$ cat src/rtl/cbt_pkg.sv
package cbt_pkg;
    localparam int PRE_W = 6;   // quantum divider field width
    localparam int S1_W  = 4;   // first phase segment field width
    localparam int S2_W  = 3;   // second phase segment field width
    localparam int JW_W  = 2;   // jump width field width

    typedef enum logic [1:0] {
        ST_SYNC = 2'd0,
        ST_SEG1 = 2'd1,
        ST_SEG2 = 2'd2
    } seg_e;
endpackage

$ cat src/rtl/cbt_tq_prescaler.sv
module cbt_tq_prescaler #(
    parameter int PRE_W = cbt_pkg::PRE_W
) (
    input  logic             clk,
    input  logic             rst_n,
    input  logic [PRE_W-1:0] prescale,
    input  logic             restart,
    output logic             tick
);
    localparam int DIV_W = PRE_W + 1;

    logic [DIV_W-1:0] cnt_q;
    logic [DIV_W-1:0] last;

    // last count of a quantum is 2*(prescale+1)-1
    assign last = {prescale, 1'b1};
    assign tick = (cnt_q >= last);

    always_ff @(posedge clk or negedge rst_n) begin
        if (!rst_n)
            cnt_q <= '0;
        else if (restart || tick)
            cnt_q <= '0;
        else
            cnt_q <= cnt_q + DIV_W'(1);
    end

    // a quantum is at least two clocks, so ticks never sit back to back
    p_tq_gap_r1: assert property (@(posedge clk) disable iff (!rst_n)
        tick |=> !tick);
endmodule

$ cat src/rtl/cbt_seg_fsm.sv
module cbt_seg_fsm import cbt_pkg::*; #(
    parameter int S1_W = cbt_pkg::S1_W,
    parameter int S2_W = cbt_pkg::S2_W,
    parameter int JW_W = cbt_pkg::JW_W
) (
    input  logic            clk,
    input  logic            rst_n,
    input  logic            tick,
    input  logic            fall,
    input  logic            hard,
    input  logic            tx_dominant,
    input  logic [S1_W-1:0] seg1_len,
    input  logic [S2_W-1:0] seg2_len,
    input  logic [JW_W-1:0] jump_width,
    input  logic            three_samp,
    output seg_e            state,
    output logic            samp_pt,
    output logic            bit_end
);
    localparam int SEG_W = S1_W + 2;
    localparam logic [SEG_W-1:0] ONE = SEG_W'(1);

    seg_e             st_q, st_n;
    logic [SEG_W-1:0] q_q, q_n;
    logic [SEG_W-1:0] ext_q, ext_n;
    logic [SEG_W-1:0] shr_q, shr_n;
    logic             done_q, done_n;
    logic [SEG_W-1:0] jq, base2, err, corr, len1, len2;
    logic             resync_ok, end1, end2;

    // phase correction, applied in the cycle the edge is seen
    always_comb begin
        jq        = SEG_W'(jump_width) + ONE;
        base2     = SEG_W'(seg2_len) + ONE;
        resync_ok = fall && !hard && !tx_dominant && !done_q && (st_q != ST_SYNC);
        err       = (st_q == ST_SEG1) ? q_q : (base2 - shr_q - q_q - ONE);
        corr      = (err < jq) ? err : jq;
        ext_n     = ext_q;
        shr_n     = shr_q;
        done_n    = done_q;
        if (resync_ok) begin
            done_n = 1'b1;
            if (st_q == ST_SEG1)
                ext_n = ext_q + corr;
            else
                shr_n = shr_q + corr;
        end
        len1 = SEG_W'(seg1_len) + ONE + (three_samp ? SEG_W'(2) : SEG_W'(0)) + ext_n;
        len2 = base2 - shr_n;
        end1 = (q_q + ONE >= len1);
        end2 = (q_q + ONE >= len2);
    end

    // next state
    always_comb begin
        st_n = st_q;
        q_n  = q_q;
        if (hard) begin
            st_n = ST_SYNC;
            q_n  = '0;
        end else if (tick) begin
            unique case (st_q)
                ST_SYNC: begin
                    st_n = ST_SEG1;
                    q_n  = '0;
                end
                ST_SEG1: begin
                    if (end1) begin
                        st_n = ST_SEG2;
                        q_n  = '0;
                    end else begin
                        q_n = q_q + ONE;
                    end
                end
                ST_SEG2: begin
                    if (end2) begin
                        st_n = ST_SYNC;
                        q_n  = '0;
                    end else begin
                        q_n = q_q + ONE;
                    end
                end
                default: begin
                    st_n = ST_SYNC;
                    q_n  = '0;
                end
            endcase
        end
    end

    // outputs
    always_comb begin
        samp_pt = !hard && tick && (st_q == ST_SEG1) && end1;
        bit_end = !hard && tick && (st_q == ST_SEG2) && end2;
        state   = st_q;
    end

    // state register
    always_ff @(posedge clk or negedge rst_n) begin
        if (!rst_n) begin
            st_q   <= ST_SYNC;
            q_q    <= '0;
            ext_q  <= '0;
            shr_q  <= '0;
            done_q <= 1'b0;
        end else begin
            st_q <= st_n;
            q_q  <= q_n;
            if (hard || bit_end) begin
                ext_q  <= '0;
                shr_q  <= '0;
                done_q <= 1'b0;
            end else begin
                ext_q  <= ext_n;
                shr_q  <= shr_n;
                done_q <= done_n;
            end
        end
    end

    // the sync segment ends after a single quantum
    p_sync_len_r2: assert property (@(posedge clk) disable iff (!rst_n)
        (st_q == ST_SYNC) && tick && !hard |=> st_q == ST_SEG1);

    // hard synchronisation restarts the bit
    p_hard_restart_r11: assert property (@(posedge clk) disable iff (!rst_n)
        hard |=> (st_q == ST_SYNC) && (q_q == '0));

    // once a bit has been corrected, the correction is frozen
    p_one_resync_r10: assert property (@(posedge clk) disable iff (!rst_n)
        done_q && !bit_end && !hard |=> $stable(ext_q) && $stable(shr_q));
endmodule

$ cat src/rtl/cbt_bit_sampler.sv
module cbt_bit_sampler (
    input  logic clk,
    input  logic rst_n,
    input  logic rx_in,
    input  logic tick,
    input  logic in_seg1,
    input  logic hard,
    input  logic samp_pt,
    input  logic bit_end,
    input  logic three_samp,
    output logic fall,
    output logic rx_bit,
    output logic sample_stb,
    output logic tx_stb
);
    logic       prev_q;
    logic [1:0] hist_q;
    logic       vote;
    logic       bit_q, sstb_q, tstb_q;

    assign fall = prev_q & ~rx_in;
    assign vote = (hist_q[1] & hist_q[0]) | (hist_q[1] & rx_in) | (hist_q[0] & rx_in);

    always_ff @(posedge clk or negedge rst_n) begin
        if (!rst_n) begin
            prev_q <= 1'b1;
            hist_q <= 2'b11;
            bit_q  <= 1'b1;
            sstb_q <= 1'b0;
            tstb_q <= 1'b0;
        end else begin
            prev_q <= rx_in;
            if (tick && in_seg1 && !hard)
                hist_q <= {hist_q[0], rx_in};
            if (samp_pt)
                bit_q <= three_samp ? vote : rx_in;
            sstb_q <= samp_pt;
            tstb_q <= bit_end;
        end
    end

    assign rx_bit     = bit_q;
    assign sample_stb = sstb_q;
    assign tx_stb     = tstb_q;

    // sample point and bit start are never the same cycle
    p_strobe_excl_r5: assert property (@(posedge clk) disable iff (!rst_n)
        !(sstb_q && tstb_q));
endmodule

$ cat src/rtl/can_bit_timer.sv
module can_bit_timer import cbt_pkg::*; #(
    parameter int PRE_W = cbt_pkg::PRE_W,
    parameter int S1_W  = cbt_pkg::S1_W,
    parameter int S2_W  = cbt_pkg::S2_W,
    parameter int JW_W  = cbt_pkg::JW_W
) (
    input  logic             clk,
    input  logic             rst_n,
    input  logic             cfg_load,
    input  logic [PRE_W-1:0] prescale,
    input  logic [S1_W-1:0]  seg1_len,
    input  logic [S2_W-1:0]  seg2_len,
    input  logic [JW_W-1:0]  jump_width,
    input  logic             three_samp,
    input  logic             bus_idle,
    input  logic             tx_dominant,
    input  logic             rx_in,
    output logic             rx_bit,
    output logic             sample_stb,
    output logic             tx_stb
);
    logic [PRE_W-1:0] pre_q;
    logic [S1_W-1:0]  s1_q;
    logic [S2_W-1:0]  s2_q;
    logic [JW_W-1:0]  jw_q;
    logic             three_q;

    logic tick, fall, hard, samp_pt, bit_end;
    seg_e seg_st;

    always_ff @(posedge clk or negedge rst_n) begin
        if (!rst_n) begin
            pre_q   <= '0;
            s1_q    <= S1_W'(2);
            s2_q    <= S2_W'(1);
            jw_q    <= '0;
            three_q <= 1'b0;
        end else if (cfg_load) begin
            pre_q   <= prescale;
            s1_q    <= seg1_len;
            s2_q    <= seg2_len;
            jw_q    <= jump_width;
            three_q <= three_samp;
        end
    end

    assign hard = fall & bus_idle;

    cbt_tq_prescaler #(.PRE_W(PRE_W)) u_pre (
        .clk      (clk),
        .rst_n    (rst_n),
        .prescale (pre_q),
        .restart  (hard),
        .tick     (tick)
    );

    cbt_seg_fsm #(.S1_W(S1_W), .S2_W(S2_W), .JW_W(JW_W)) u_fsm (
        .clk         (clk),
        .rst_n       (rst_n),
        .tick        (tick),
        .fall        (fall),
        .hard        (hard),
        .tx_dominant (tx_dominant),
        .seg1_len    (s1_q),
        .seg2_len    (s2_q),
        .jump_width  (jw_q),
        .three_samp  (three_q),
        .state       (seg_st),
        .samp_pt     (samp_pt),
        .bit_end     (bit_end)
    );

    cbt_bit_sampler u_smp (
        .clk        (clk),
        .rst_n      (rst_n),
        .rx_in      (rx_in),
        .tick       (tick),
        .in_seg1    (seg_st == ST_SEG1),
        .hard       (hard),
        .samp_pt    (samp_pt),
        .bit_end    (bit_end),
        .three_samp (three_q),
        .fall       (fall),
        .rx_bit     (rx_bit),
        .sample_stb (sample_stb),
        .tx_stb     (tx_stb)
    );

    // the transmit strobe always falls inside the sync segment
    p_tx_in_sync_r6: assert property (@(posedge clk) disable iff (!rst_n)
        tx_stb |-> seg_st == ST_SYNC);
endmodule

$ cat config.mk
export PLATFORM = sky130hd
export DESIGN_NAME = can_bit_timer
export DESIGN_NICKNAME = d
export VERILOG_FILES = /design/src/rtl/cbt_pkg.sv /design/src/rtl/cbt_tq_prescaler.sv /design/src/rtl/cbt_seg_fsm.sv /design/src/rtl/cbt_bit_sampler.sv /design/src/rtl/can_bit_timer.sv
export SDC_FILE = /design/constraint.sdc
export NUM_CORES = 1
export LEC_CHECK = 0
export BUFFER_PORTS_ARGS = -buffer_cell sky130_fd_sc_hd__buf_4
export CAP_MARGIN = 20
export CELL_PAD_IN_SITES_DETAIL_PLACEMENT = 2
export CELL_PAD_IN_SITES_GLOBAL_PLACEMENT = 2
export CORE_ASPECT_RATIO = 0.9
export CORE_MARGIN = 5
export CORE_UTILIZATION = 41
export CTS_CLUSTER_SIZE = 25
export DETAILED_ROUTE_END_ITERATION = 10
export PLACE_DENSITY = 0.86
export SYNTH_ARGS = -nofsm -noshare
export SYNTH_HDL_FRONTEND = slang
export SYNTH_HIERARCHICAL = 1
export SYNTH_SLANG_ARGS = --single-unit
$ cat constraint.sdc
create_clock -name clk -period 8.25 [get_ports clk]
set_input_delay 0 -clock clk [delete_from_list [all_inputs] [get_ports clk]]
set_output_delay 0 -clock clk [all_outputs]
set_load 0.1 [all_outputs]
* Word level (Yosys, flattened, before mapping) *
Cells that the tools add are included.

cells by class
  add/subtract/negate cells = 13
  $mul = 0
  div/mod/pow operators = 0
  $lt $le $gt $ge = 4
  eq/ne operators = 4
  shifts and indexed selects = 0
  muxes and demuxes = 23
  bitwise operators = 8
  reduce and logical (&&, ||, !) cells = 21

operators with widths
  kind                                                    number
  two-way mux 6 bit                                       12
  adder 6 bit                                             4
  subtractor 6 bit                                        3
  >= comparator 6 bit                                     2
  case mux 6 bit (2 select lines)                         1
  logical AND 1 bit                                       11
  two-way mux 2 bit                                       5
  adder 7 x 1 -> 7 bit (second input constant)            1
  >= comparator 7 bit                                     1
  two-way mux 7 bit                                       1
  adder 6 x 1 -> 6 bit (second input constant)            1
  less-than comparator 6 bit                              1
  case mux 2 bit (3 select lines)                         1
  nonzero test 2 bit                                      3
  subtractor 6 x 1 -> 6 bit (second input constant)       1
  adder 4 x 1 -> 5 bit (second input constant)            1
  bitwise AND 1 bit                                       5
  adder 3 x 1 -> 4 bit (second input constant)            1
  adder 2 x 1 -> 3 bit (second input constant)            1
  logical NOT 1 bit                                       3
  two-way mux 1 bit                                       3
  inequality test 3 x 1 -> 1 bit (second input constant)  1
  inequality test 3 bit (second input constant)           1
  AND reduction 3 bit                                     1
  other kinds (6)                                         8

storage, ports and cells
  flip-flop bits (word level) = 50
  latch bits = 0
  bits in writable memories = 0
  ROM bits = 0
  input bits = 22
  memories = 0

* Longest topological paths before layout *
Gate-level depths: netlist of run 1.

  depth in word-level cells = 16
  mapped depth = 31
  gate-level depth less buffers = 31

* Hierarchy *
Netlist of run 1, hierarchy kept.

by module, submodules not included
  module            times used  cells each  area an instance (sq um)
  cbt_seg_fsm       1           272         2,514.9
  can_bit_timer     1           36          664.4
  cbt_tq_prescaler  1           48          483.0
  cbt_bit_sampler   1           16          244.0

* Worst setup path before layout of run 1 *
Ideal clock, no wire load.

  path kind = register to register
  start = register s2_q[0]
  end = register u_fsm.q_q[2]
  library setup time = 0.066 ns
  data arrival time = 6.647 ns
  path slack = 1.537 ns
  cell stages (with the launch flop) = 31
  clock period less this slack = 6.713 ns
  cells stage by stage = dfstp_2 -> ha_1 -> fa_1 -> inv_1 -> fa_1 -> xor2_1 -> o21ai_0 -> ha_1 -> o21ai_0 -> a21oi_1 -> nor3_1 -> o21ai_2 -> mux2i_1 -> ha_1 -> inv_1 -> fa_1 -> o21ai_0 -> fa_1 -> ha_1 -> inv_1 -> fa_1 -> inv_1 -> a21o_1 -> a21oi_1 -> xnor2_1 -> ha_1 -> and3_1 -> a221oi_1 -> a22oi_1 -> o31ai_1 -> o31a_1

on the way
  cells in the longest elaborated chain, start to end = 16
  elaborated cells on any way between the ends = 22

RTL lines
  item                                                    line                                  RTL
  start, declared                                         can_bit_timer.sv:24                   logic [S2_W-1:0] s2_q;
  start signal, assigned                                  can_bit_timer.sv:41                   s2_q <= seg2_len;
  adder 3 x 1 -> 4 bit (*)                                cbt_seg_fsm.sv:34                     base2 = SEG_W'(seg2_len) + ONE;
  subtractor 6 bit (2 in a row)                           cbt_seg_fsm.sv:36                     err = (st_q == ST_SEG1) ? q_q : (base2 - shr_q - q_q - ONE);
  subtractor 6 x 1 -> 6 bit                               cbt_seg_fsm.sv:36
  two-way mux 6 bit                                       cbt_seg_fsm.sv:36
  less-than comparator 6 bit                              cbt_seg_fsm.sv:37                     corr = (err < jq) ? err : jq;
  two-way mux 6 bit                                       cbt_seg_fsm.sv:37
  adder 6 bit, on equally long branches                   cbt_seg_fsm.sv:46, cbt_seg_fsm.sv:44
  two-way mux 6 bit                                       cbt_seg_fsm.sv:43                     if (st_q == ST_SEG1)
  two-way mux 6 bit                                       cbt_seg_fsm.sv:41                     if (resync_ok) begin
  subtractor 6 bit / adder 6 bit (equally long branches)  cbt_seg_fsm.sv:49, cbt_seg_fsm.sv:48
  >= comparator 6 bit, on equally long branches           cbt_seg_fsm.sv:51, cbt_seg_fsm.sv:50
  two-way mux 6 bit, on equally long branches             cbt_seg_fsm.sv:76, cbt_seg_fsm.sv:68
  case mux 6 bit (2 select lines) (*)                     cbt_seg_fsm.sv:62                     unique case (st_q)
  two-way mux 6 bit (*)                                   cbt_seg_fsm.sv:61                     end else if (tick) begin
  two-way mux 6 bit (*)                                   cbt_seg_fsm.sv:58                     if (hard) begin
  end signal, assigned                                    cbt_seg_fsm.sv:108                    q_q <= q_n;
  end, declared                                           cbt_seg_fsm.sv:24                     logic [SEG_W-1:0] q_q, q_n;

Mark *: on every way between the ends. The rest lies on a longest branch, timed or not. The select of a mux whose other input is x is not followed.
A chain may end at the register's enable or synchronous reset.

* Final worst setup path of run 1 *
  start = register s2_q[0]
  end = register u_fsm.st_q[0] (netlist: u_fsm/state[0])

on the way
  cells in the longest elaborated chain, start to end = 14
  elaborated cells on any way between the ends = 20

RTL lines
  item                                                                                      line                                  RTL
  adder 3 x 1 -> 4 bit (*)                                                                  cbt_seg_fsm.sv:34
  subtractor 6 bit (2 in a row)                                                             cbt_seg_fsm.sv:36
  subtractor 6 x 1 -> 6 bit                                                                 cbt_seg_fsm.sv:36
  two-way mux 6 bit                                                                         cbt_seg_fsm.sv:36
  less-than comparator 6 bit                                                                cbt_seg_fsm.sv:37
  two-way mux 6 bit                                                                         cbt_seg_fsm.sv:37
  adder 6 bit, on equally long branches                                                     cbt_seg_fsm.sv:44, cbt_seg_fsm.sv:46
  two-way mux 6 bit                                                                         cbt_seg_fsm.sv:43
  two-way mux 6 bit                                                                         cbt_seg_fsm.sv:41
  adder 6 bit / subtractor 6 bit (equally long branches)                                    cbt_seg_fsm.sv:48, cbt_seg_fsm.sv:49
  >= comparator 6 bit, on equally long branches                                             cbt_seg_fsm.sv:50, cbt_seg_fsm.sv:51
  inequality test 3 bit (no line) / inequality test 3 x 1 -> 1 bit (equally long branches)  --
  AND reduction 3 bit (no line) (*)                                                         --
  end signal, assigned                                                                      cbt_seg_fsm.sv:107                    st_q <= st_n;
  end, declared                                                                             cbt_seg_fsm.sv:23                     seg_e st_q, st_n;

Mark *: on every way between the ends. The rest lies on a longest branch, timed or not.

==> results.toml, run 1 <==
[run_status]
outcome = "complete, no violations"

[layout]
fillers = 930
nets = 508
diodes = 0
mostFrequentLayoutCells = "57 x ha_1, 44 x dfrtp_1, 41 x inv_1, 25 x buf_4, 21 x nor2_1"
drive_gt1_share_pct = 17.6
synthToLayoutAreaGrowth_pct = 14.8
final_common_cell = "ha_1"

[timing]
slew_headroom_pct = 49.5
setup_viol = 0
worst_pin_slew_ns = 0.758
slew_viol_final = 0
max_freq_mhz = 129
fin_crit_ns = 7.75
rsz0062_at_grt = "no"
setup_tns_ns = 0
finalHoldViolations = 0
fin_skew_ns = 0.00843
period_share_pct = 93.9

[synthesis]
syn_area_um2 = 3910
ys_warn_count = 6
avgSynthCellArea_um2 = 10.5
synth_ff_type = "dfrtp_1"
synthArstFlopShare_pct = 100
synthCells = 372
synth_edf_count = 0
ys_seq_area_share_pct = 32.2
yosysUniqueCellTypes = 53
ys_seq_elements = 50

[placement]
hpwl_mm = 8.21
portBuffers = 24
globalplace.congestion = 0.781

[routing]
wire_per_inst_um = 22.9
routed_wl_mm = 12.4
vias = 2984
drt_iter0_drc = 90
ant_nets = 0
vias_per_cell = 5.50
drc = 0
drt_first_pass_iters = 4

[floorplan]
start_util_pct = 42.4
io_pins = 25
dieArea_um2 = 11600
die_w_um = 113
fp.coreArea_um2 = 9210
die_h_um = 103
rows = 33

[clock_network]
clockBufferDepth = 2
path_clk_slew_ns = 0.10
cts_tree = "yes"
clk_latency_ns = 0.32
postCtsSetupBuffers = 0
htree_levels = 2
cts_buffers = 5
clock_sinks = 50
cts-root-buf = "clkbuf_8"

[grt]
grt_pass1_wl_mm = 20.2
antenna_found_initial = 0
overflow = 0
grt_max_degree = 51
grt_usage_pct = 22.8
grt_pass1_vias = 3616

[critical_path]
end_kind = "flip-flop"
slowest_stage = "dfstp_2"
arrival_ns = 7.93
cp.buffers_inverters = 4
crit_path_max_fanout = 5
critPathTopFamily = "adder cells"
cp_num_cells = 29
ff2ff_path_depth = 29
cp-start-kind = "flip-flop"
max_stage_delay_ns = 0.59
path_class = "flip-flop to flip-flop"
required_ns = 8.43

[min_path]
holdPathStages = 2
hold_class = "input pin to flip-flop"

[power_and_ir_drop]
power_density_nw_per_um2 = 290
power_leakage_nw = 2.22
vdd_drop_max_v = 0.000128
power_mw = 1.30

[job]
cap_viol_max_count = 0
[sequential cells by signal, indices dropped and copies added (netlist names)]
| register | count |
|---|---|
| jw_q | 2 |
| three_q | 1 |
| u_fsm/ext_q | 6 |
| u_smp/rx_bit | 1 |
| pre_q | 6 |
| u_pre/cnt_q | 7 |
| u_fsm/done_q | 1 |
| u_fsm/shr_q | 6 |
| s2_q | 3 |
| u_fsm/q_q | 6 |
| u_fsm/state | 2 |
| s1_q | 4 |
| u_smp/tx_stb | 1 |
| u_smp/prev_q | 1 |
| u_smp/sample_stb | 1 |
| u_smp/hist_q | 2 |
[layer usage]
layer | global-route usage (%) | part of all wire, %
met3 | 3.05 | 2.7
met5 | 0 | 0
met2 | 42.7 | 52
met4 | 7.58 | 2.4
met1 | 27.2 | 43
[worst register-to-register path, delay by kind of cell, from the launching register on]
kind / cells / cell delay [ns]
AOI/OAI and AO/OA: 8 / 1.72
and+or+nand+nor: 3 / 0.49
DFF: 1 / 0.59
xor gates and xnor gates: 1 / 0.12
muxes: 3 / 0.92
adders and majority gates: 10 / 3.51
buffers and inverters: 4 / 0.26
[power by group]
part	total [mW]	internal [mW]	switching, mW
clock	0.148	0.0603	0.0873
combinational	0.808	0.339	0.469
sequential	0.346	0.291	0.0542
[logic make-up after synthesis]
family                     after synthesis  synth area share, %
adders and majority gates               66                 22.9
muxes                                   31                 9.77
other                                    1               0.0960
DFF                                     50                 32.2
and+or+nand+nor                         88                 12.5
xor gates and xnor gates                26                 5.83
AOI/OAI and AO/OA                       64                 11.7
buffers and inverters                   46                 5.06
[path summary, 6_finish.rpt]
| check | from | end | slack (ns) |
|---|---|---|---|
| hold / removal | cfg_load | pre_q[2] | 0.15 |
| hold reg to reg | u_smp/rx_bit | u_smp/rx_bit | 0.53 |
| setup / recovery | s2_q[0] | u_fsm/state[0] | 0.50 |
| min in group asynchronous | rst_n | u_pre/cnt_q[0] | 0.27 |
| max in group asynchronous | rst_n | u_fsm/shr_q[0] | 7.51 |
| setup reg to reg | s2_q[0] | u_fsm/state[0] | 0.50 |
[synth_stat cells, types with 2 or more instances]
cell type	number	area share [%]
or3_1	3	0.48
nor2b_1	13	2.1
nand2_1	19	1.8
mux2_2	9	2.6
nand2b_1	2	0.32
a21o_1	10	1.9
o21a_1	2	0.38
o31a_1	2	0.45
fa_1	9	4.6
a211oi_1	2	0.38
mux2_4	12	4.6
or2_2	2	0.32
a221oi_1	3	0.67
nand3_1	5	0.64
nor2_1	21	2.0
nor4_4	2	1.1
a211oi_2	3	0.96
o21ai_0	11	1.4
xor2_1	15	3.4
inv_1	41	3.9
and3_1	3	0.48
dfrtp_1	44	28
o21ai_2	2	0.45
nor3_1	10	1.3
mux2i_1	10	2.6
a22o_1	4	0.90
a21oi_1	14	1.8
o31ai_1	2	0.38
clkbuf_1	2	0.19
xnor2_1	11	2.5
ha_1	57	18
dfstp_2	6	4.0
[metrics by stage]
step | util [%] | std cells | hold slack [ns] | area [um^2] | setup WS, ns
finish | 48.7 | 543 | 0.150 | 4480 | 0.499
floorplan | - | 375 | -0.296 | 3920 | 1.54
CTS | 48.6 | 543 | 0.155 | 4480 | 0.523
global placement | 45.8 | 517 | 0.0760 | 4210 | 1.14
detailed placement | 45.8 | 517 | 0.0767 | 4210 | 0.660
global route | 48.7 | 543 | 0.139 | 4480 | 0.0760
[timing repair]
action                                  CTS  global route
endpoints found under the setup margin    0             1
hold buffers                             18             0
resized for setup                         0             1
endpoints found under the hold margin    62             0
[area by class of cell]
type,instances,area [um^2],share of cell area (%)
well taps,122,153,3.40
repair buffers,43,368,8.20
inverters,41,154,3.43
clock inverters,1,7.51,0.167
multi-input cells,279,2470,55.0
flip-flops and latches,50,1260,28.1
clock buffers,7,76.3,1.70
Power figures use the tool's default switching activity.
==> inputs of run 2 (changes only) <==
--- a/config.mk
+++ b/config.mk
@@ -11,11 +11,10 @@
 export CELL_PAD_IN_SITES_GLOBAL_PLACEMENT = 2
 export CORE_ASPECT_RATIO = 0.9
 export CORE_MARGIN = 5
-export CORE_UTILIZATION = 41
+export CORE_UTILIZATION = 40
 export CTS_CLUSTER_SIZE = 25
 export DETAILED_ROUTE_END_ITERATION = 10
 export PLACE_DENSITY = 0.86
 export SYNTH_ARGS = -nofsm -noshare
 export SYNTH_HDL_FRONTEND = slang
-export SYNTH_HIERARCHICAL = 1
 export SYNTH_SLANG_ARGS = --single-unit
==> results.toml, run 2 <==
[min_path]
hold_class = "input pin to flip-flop"

[layout]
drive_gt1_share_pct = 15.2
largest_reg_flops = 7
final_common_cell = "ha_1"
final_cell_count_no_fill = 563
mostFrequentLayoutCells = "56 x ha_1, 44 x dfrtp_1, 37 x inv_1, 29 x buf_4, 27 x nor2_1"
multi_input_area_um2 = 2450
nets = 528
synthToLayoutAreaGrowth_pct = 18.1
top_register = "u_pre.cnt_q"
diodes = 0
fillers = 976
regArea_um2 = 1260

[critical_path]
required_ns = 8.53
crit_path_max_fanout = 5
end_kind = "flip-flop"
slowest_stage = "dfstp_2"
arrival_ns = 8.52
cp.buffers_inverters = 2
path_class = "flip-flop to flip-flop"
max_stage_delay_ns = 0.59
cp-start-kind = "flip-flop"
critPathTopFamily = "adder cells"

[routing]
wire_per_inst_um = 25.6
routed_wl_mm = 14.4
ant_nets = 0
vias = 3253
drt_first_pass_iters = 4
vias_per_cell = 5.78
drt_iter0_drc = 103
drc = 0

[synthesis]
synth_edf_count = 0
ys_seq_area_share_pct = 32.9
synth_area_leaders = "dfrtp_1 29%, ha_1 19%, fa_1 4.7%, dfstp_2 4.1%, xnor2_1 3.7%"
syn_area_um2 = 3830
avgSynthCellArea_um2 = 9.82
yosysTopAreaCell = "dfrtp_1"
post-synth-top-count-cell = "ha_1"
ys_seq_elements = 50
synth_top_area_share_pct = 28.8
yosys-top-cells-count = "57 x ha_1, 44 x dfrtp_1, 37 x inv_1"
ys_warn_count = 0
synthArstFlopShare_pct = 100
yosysUniqueCellTypes = 49
synthCells = 390
synth_ff_type = "dfrtp_1"

[floorplan]
start_util_pct = 41.4
fp.coreArea_um2 = 9250
die_h_um = 103
io_pins = 25
rows = 33
dieArea_um2 = 11600
die_w_um = 113

[grt]
grt_pass1_wl_mm = 21.6
use_met2_pct = 46.7
grt_max_degree = 51
grt_use_met1_pct = 25.3
overflow = 0
grt_pass1_vias = 3951
grt_usage_pct = 24.9
busiest_layer = "met2"
gr-usage-met3_pct = 5.22
antenna_found_initial = 0

[timing]
setup_viol = 0
fin_crit_ns = 8.24
finalHoldViolations = 0
fin_skew_ns = 0.0171
hold_slack_ns = 0.0539
slew_viol_final = 0
max_freq_mhz = 121
period_share_pct = 99.8
worst_pin_slew_ns = 0.807
setup_tns_ns = 0
slew_headroom_pct = 46.2

[placement]
portBuffers = 24
dp_cells = 533
hpwl_mm = 8.79
globalplace.congestion = 0.809

[clock_network]
clk_latency_ns = 0.35
cts-root-buf = "clkbuf_8"
cts_tree = "yes"
htree_levels = 2
clockBufferDepth = 2
clock_sinks = 50
path_clk_slew_ns = 0.12
cts_buffers = 5

[power_and_ir_drop]
switchingPower_uw = 493
combPwrFrac_pct = 53.6
power_leakage_nw = 2.26
p_clk_share_pct = 18.1
p_int_uw = 623
power_mw = 1.12
swShare_pct = 44.2
vdd_drop_max_v = 0.000102
seqPwrFrac_pct = 28.3
power_density_nw_per_um2 = 247

[job]
cap_viol_max_count = 0

[run_status]
outcome = "complete, no violations"
-- run 2: cell type report --
class                   instances  area share, %
flip-flops and latches         50           27.8
repair buffers                 47           8.80
clock inverters                 3           1.08
inverters                      39           3.24
multi-input cells             297           54.1
well taps                     122           3.38
clock buffers                   5           1.52
-- run 2: stage by stage --
stage / area, um^2 / utilization [%] / worst slack (ns)
after CTS: 4450 / 48.1 / 0.00333
final: 4520 / 48.9 / 0.0125
after global routing: 4520 / 48.9 / -0.0963
after detailed placement: 4150 / 44.9 / 0.195
after global placement: 4150 / 44.9 / 0.795
after floorplan: 3840 / - / 1.14
-- run 2: power groups by stage --
stage               logic (mW)  registers [mW]  clock network (mW)
floorplan                0.350           0.313                   0
finish                   0.599           0.316               0.202
global route             0.640           0.320               0.215
global placement         0.447           0.315                   0
CTS                      0.530           0.314               0.199
detailed placement       0.500           0.318                   0
-- run 2: repair_timing --
item / CTS / global route
hold endpoints to repair: 62 / 0
hold buffers: 18 / 0
setup buffers: 0 / 4
pin swaps: 0 / 2
endpoints found under the setup margin: 2 / 14
gates cloned: 0 / 0
resized for setup: 1 / 11
-- run 2: per-layer routing --
| layer | vias up | share of wire [%] |
|---|---|---|
| li1 | 1450 | - |
| met1 | 1671 | 38 |
| met2 | 83 | 53 |
| met3 | 49 | 3.6 |
| met4 | 0 | 5.6 |
| met5 | - | 0 |
-- run 2: final timing paths --
| path | start | endpoint | slack [ns] | cells after the start |
|---|---|---|---|---|
| min | cfg_load | pre_q[2] | 0.05 | 2 |
| max in group asynchronous | rst_n | u_fsm.shr_q[0] | 7.55 | 2 |
| max reg2reg | s2_q[0] | u_fsm.q_q[0] | 0.01 | 28 |
| min in group asynchronous | rst_n | pre_q[2] | 0.24 | 2 |
| max | s2_q[0] | u_fsm.q_q[0] | 0.01 | 28 |
| min reg2reg | u_pre.cnt_q[0] | u_pre.cnt_q[0] | 0.52 | 1 |
-- run 2: logic make-up after synthesis --
logic type      after synthesis  synth area share [%]
simple gates                 97                  12.5
compound gates               78                  13.1
fa+ha+maj                    66                  23.3
flops                        50                  32.9
buf+inv                      46                  4.61
xor+xnor                     29                  6.63
mux                          23                  6.80
other cells                   1                0.0979
-- run 2: worst register-to-register path, delay by kind of cell, from the launching register on --
family / cells / cell delay, ns
AND/OR/NAND/NOR: 2 / 0.63
buffers and inverters: 2 / 0.15
AO/OA/AOI/OAI: 9 / 1.86
flip-flops: 1 / 0.59
XOR/XNOR: 2 / 0.39
adder cells (fa/ha/maj): 10 / 4.04
multiplexers: 3 / 0.50
